`config.mk`:
```
export PLATFORM = sky130hd
export DESIGN_NAME = floppy_ctrl_latch
export DESIGN_NICKNAME = d
export VERILOG_FILES = /design/src/rtl/flc_pkg.sv /design/src/rtl/flc_addr_dec.sv /design/src/rtl/flc_ctrl_reg.sv /design/src/rtl/flc_drive_sel.sv /design/src/rtl/floppy_ctrl_latch.sv
export SDC_FILE = /design/constraint.sdc
export NUM_CORES = 1
export LEC_CHECK = 0
export BUFFER_PORTS_ARGS = -buffer_cell sky130_fd_sc_hd__buf_2
export CAP_MARGIN = 20
export CORE_AREA = 8 8 45 47
export CTS_CLUSTER_DIAMETER = 30
export CTS_CLUSTER_SIZE = 25
export DETAILED_ROUTE_END_ITERATION = 16
export DIE_AREA = 0 0 53 55
export GPL_TIMING_DRIVEN = 0
export PLACE_DENSITY = 0.56
export REMOVE_ABC_BUFFERS = 1
export SLEW_MARGIN = 20
export SYNTH_ARGS = -nofsm -noshare
export SYNTH_HDL_FRONTEND = slang
export SYNTH_SLANG_ARGS = --single-unit
```
`constraint.sdc`:
```
create_clock -name clk -period 2.12 [get_ports clk]
set_clock_uncertainty 0.2 [all_clocks]
set_input_delay 0.106 -clock clk [delete_from_list [all_inputs] [get_ports clk]]
set_output_delay 0.106 -clock clk [all_outputs]
set_load 0.01 [all_outputs]
```
`src/rtl/flc_pkg.sv`:
```
package flc_pkg;

    localparam int unsigned BUS_AW   = 8;
    localparam int unsigned BUS_DW   = 8;
    localparam int unsigned N_DRIVES = 2;

    localparam logic [BUS_AW-1:0] FDC_WIN_BASE = 8'hF8;
    localparam int unsigned       FDC_WIN_BITS = 2;   // window of 4 offsets
    localparam logic [BUS_AW-1:0] CTRL_OFFSET  = 8'hFC;

    // control byte layout, MSB first
    typedef struct packed {
        logic [1:0] spare_hi;    // bits 7:6, stored only
        logic       single_den;  // bit 5
        logic       nmi_en;      // bit 4
        logic       spare_mid;   // bit 3, stored only
        logic [N_DRIVES-1:0] drv_req; // bits 2:1
        logic       side;        // bit 0
    } ctrl_t;

    function automatic logic in_fdc_window(input logic [BUS_AW-1:0] a);
        return a[BUS_AW-1:FDC_WIN_BITS] == FDC_WIN_BASE[BUS_AW-1:FDC_WIN_BITS];
    endfunction

endpackage

```
`src/rtl/flc_addr_dec.sv`:
```
module flc_addr_dec
    import flc_pkg::*;
(
    input  logic              bus_en,
    input  logic [BUS_AW-1:0] bus_addr,
    input  logic              bus_we,
    output logic              fdc_cs,
    output logic              ctrl_wr
);
    always_comb begin
        fdc_cs  = bus_en && in_fdc_window(bus_addr);
        ctrl_wr = bus_en && bus_we && (bus_addr == CTRL_OFFSET);
    end
endmodule

```
`src/rtl/flc_ctrl_reg.sv`:
```
module flc_ctrl_reg
    import flc_pkg::*;
(
    input  logic              clk,
    input  logic              rst,
    input  logic              ld,
    input  logic [BUS_DW-1:0] din,
    output ctrl_t             ctrl_q
);
    always_ff @(posedge clk) begin
        if (rst)
            ctrl_q <= '0;
        else if (ld)
            ctrl_q <= ctrl_t'(din);
    end
endmodule

```
`src/rtl/flc_drive_sel.sv`:
```
module flc_drive_sel
    import flc_pkg::*;
(
    input  ctrl_t               ctrl,
    output logic [N_DRIVES-1:0] drv_sel,
    output logic [N_DRIVES-1:0] drv_side
);
    // highest-numbered requested drive wins
    for (genvar i = 0; i < N_DRIVES; i++) begin : g_drv
        if (i == N_DRIVES - 1) begin : g_top
            assign drv_sel[i] = ctrl.drv_req[i];
        end else begin : g_low
            assign drv_sel[i] = ctrl.drv_req[i] && !(|ctrl.drv_req[N_DRIVES-1:i+1]);
        end
        assign drv_side[i] = drv_sel[i] && ctrl.side;
    end
endmodule

```
`src/rtl/floppy_ctrl_latch.sv`:
```
module floppy_ctrl_latch
    import flc_pkg::*;
(
    input  logic                clk,
    input  logic                rst,
    input  logic                bus_en,
    input  logic [BUS_AW-1:0]   bus_addr,
    input  logic                bus_we,
    input  logic [BUS_DW-1:0]   bus_wdata,
    input  logic                fdc_drq,
    output logic                fdc_cs,
    output logic [N_DRIVES-1:0] drv_sel,
    output logic [N_DRIVES-1:0] drv_side,
    output logic                single_den,
    output logic                host_nmi
);
    logic  ctrl_wr;
    ctrl_t ctrl_q;

    flc_addr_dec u_dec (
        .bus_en  (bus_en),
        .bus_addr(bus_addr),
        .bus_we  (bus_we),
        .fdc_cs  (fdc_cs),
        .ctrl_wr (ctrl_wr)
    );

    flc_ctrl_reg u_reg (
        .clk   (clk),
        .rst   (rst),
        .ld    (ctrl_wr),
        .din   (bus_wdata),
        .ctrl_q(ctrl_q)
    );

    flc_drive_sel u_sel (
        .ctrl    (ctrl_q),
        .drv_sel (drv_sel),
        .drv_side(drv_side)
    );

    always_comb begin
        single_den = ctrl_q.single_den;
        host_nmi   = fdc_drq && ctrl_q.nmi_en;
    end
endmodule

```
==> impl_metrics.csv <==
group,metric,value,unit
pwr,power_switching,0.05475,mW
floorplanning,fp-row-count,14,
place,gp_congestion,0.7704,
pwr,clockPowerShare,46.2,%
sta,rsz0062_at_grt,"false",
setup_path,cpMaxStageDelayCell,"dlygate4sd3_1",
setup_path,start_kind,"input port",
floorplanning,die_y,55,µm
yosys,synth_area,282.8,µm²
drt,routed_wl,962,µm
global_routing,antenna_found_initial,0,
pwr,power_frac_comb,14.5,%
sta,fin_setup_tns,0,ns
floorplanning,die_x,53,µm
drt,drt_iter0_drc,2,
setup_path,cp_data_required_time,2.05,ns
finish,largest_register_ffs,5,
worst_hold_path,hp-class,"input port to register",
pwr,p_int,0.1860,mW
yosys,synth_top_area_cell,"dfxtp_1",
setup_path,critical_path_class,"input port to register",
pwr,netSwitchingFraction,22.74,%
clock_network,clock_sinks,5,
drt,ant_nets,0,
sta,setup_viol_count_final,0,
pwr,power_density,479.9,nW/µm²
clock_network,cts.path.max_buffers,2,
floorplanning,coreArea,1384,µm²
setup_path,cp.arrival,1.41,ns
clock_network,htree_levels,1,
sta,worst_slew_pin_slew,0.2646,ns
floorplanning,start_util,20.43,%
finish,drive_gt1_share,46.15,%
setup_path,worst_path_largest_cell_delay,0.55,ns
pwr,irDropWorstVdd,0.0002027,V
sta,min_period_over_period,69.99,%
yosys,synth_top_area_share,35.40,%
clock_network,clock_latency,0.24,ns
global_routing,grt_pass1_vias,413,
global_routing,grt_max_degree,7,
yosys,synth_seq_cells,5,
pwr,seq_power_share,39.2,%
drt,vias,373,
clock_network,cts_buffers,3,
drt,firstDrtPassIters,3,
sta,finalHoldViolations,0,
global_routing,grt_pass1_wl,1711,µm
finish,area_delta_synth_final,77.43,%
yosys,synth.distinct_cells,13,
pwr,p_leak,0.2270,nW
yosys,ys_seq_area_share,35.40,%
clock_network,cts_resized,0,
sta,timing.slew.headroom,82.31,%
finish,antenna_cells,0,
setup_path,cp_max_fo,5,
drt,avgRoutedWirePerCell,11.88,µm
setup_path,crit_path_cell_trace,"buf_2, nand4bb_1, o31ai_1, a21oi_1, dlygate4sd3_1",
finish,fin_nets,87,
drt,via_per_inst,4.605,
place,dpl_cell_area,415.4,µm²
yosys,avgSynthCellArea,8.837,µm²
run,drv_cap,0,
sta,finalMaxSlewViolations,0,
finish,fin_area,501.7,µm²
yosys,synth_area_leaders,"dfxtp_1 (35%), nand4_1 (13%), o31ai_1 (13%)",
place,port-buffer-count,24,
setup_path,endpoint_kind,"register",
clock_network,clk_pin_slew,0.04,ns
clock_network,cts_root_buf,"clkbuf_4",
pwr,p_total,0.2408,mW
sta,fmaxAchievable,674.0,MHz
sta,finalCriticalPeriod,1.484,ns
outcome,status,"complete, no violations",
floorplanning,die-area,2915,µm²
finish,fillers,153,
floorplanning,ios,28,
global_routing,grt_overflow,0,
yosys,yosysWarnings,0,
drt,drc,0,
finish,reg.largest.list,"u_reg.ctrl_q (5)",
finish,regMostFlops,"u_reg.ctrl_q",
global_routing,grt_usage,7.987,%
yosys,synthCells,32,
clock_network,cts_tree,"yes",
finish,fin_util,36.26,%
stage by stage:
stage,std cells,hold WS (ns),setup WS [ns]
floorplan,31,-0.02493,1.048
global placement,71,0.1453,0.9436
detailed placement,71,0.1474,0.9355
CTS,81,0.1564,0.6516
global route,81,0.1765,0.5550
finish,81,0.1648,0.6363
path summary, 6_finish.rpt:
| kind | to | slack [ns] | cells after the start | start |
|---|---|---|---|---|
| setup / recovery | u_reg.ctrl_q[1] | 0.64 | 5 | bus_addr[0] |
| hold / removal | u_reg.ctrl_q[5] | 0.16 | 4 | bus_addr[4] |
| setup reg to reg | u_reg.ctrl_q[1] | 0.81 | 3 | u_reg.ctrl_q[1] |
| hold reg to reg | u_reg.ctrl_q[4] | 0.27 | 2 | u_reg.ctrl_q[4] |
what timing repair did:
item / CTS / global route
hold buffers: 6 / 0
endpoints found under the hold margin: 5 / 0
setup buffers: 0 / 0
routing by layer:
layer	track usage, %	vias to the layer above	share of wire (%)
li1	-	196	-
met1	8.689	157	48
met2	11.91	18	41
met3	4.278	2	10
met4	5.172	0	1.2
met5	0	-	0
synthesized netlist by cell type:
cell / count
nand4bb_1: 1
dfxtp_1: 5
buf_4: 1
nand2_1: 1
nor2b_1: 1
nor3_1: 1
o31ai_1: 5
nand4_1: 6
and2_2: 1
and2_1: 3
a21oi_1: 5
and4bb_2: 1
and4_2: 1
cell type report:
class	instances	area (µm²)	area share (%)
Timing Repair Buffer	30	180.2	35.91
Tap cell	16	20.02	3.990
Sequential cell	5	100.1	19.95
Clock buffer	4	26.28	5.237
Multi-Input combinational cell	26	175.2	34.91
layout by cell type, fill, tap and decap left out, drive strengths merged:
| master | count |
|---|---|
| o31ai | 5 |
| and4bb | 1 |
| dlygate4sd3 | 6 |
| nor2b | 1 |
| nand2 | 1 |
| dfxtp | 5 |
| nand4 | 6 |
| clkbuf | 4 |
| a21oi | 5 |
| buf | 24 |
| nor3 | 1 |
| and4 | 1 |
| nand4bb | 1 |
| and2 | 4 |
kinds of logic (layout without fill, tap and decap cells):
family	Yosys count	count (layout)	share of synthesized area [%]
and+or+nand+nor	16	16	39.82
AOI/OAI and AO/OA	10	10	22.12
DFF	5	5	35.40
buffers and inverters	1	34	2.656
critical path: cells and delay by family:
kind                   cells  cell delay [ns]
AOI/OAI and AO/OA          2             0.35
and+or+nand+nor            1             0.30
buffers and inverters      2             0.65
power by group through the flow:
stage,registers (mW),logic (mW),clock network (mW)
after floorplan,0.0961,0.00777,0
after global placement,0.0961,0.0279,0
after detailed placement,0.0961,0.0278,0
after CTS,0.0944,0.0349,0.115
after global routing,0.0942,0.0387,0.124
final,0.0944,0.0350,0.111
No activity file was read; power rests on OpenSTA's default activity.
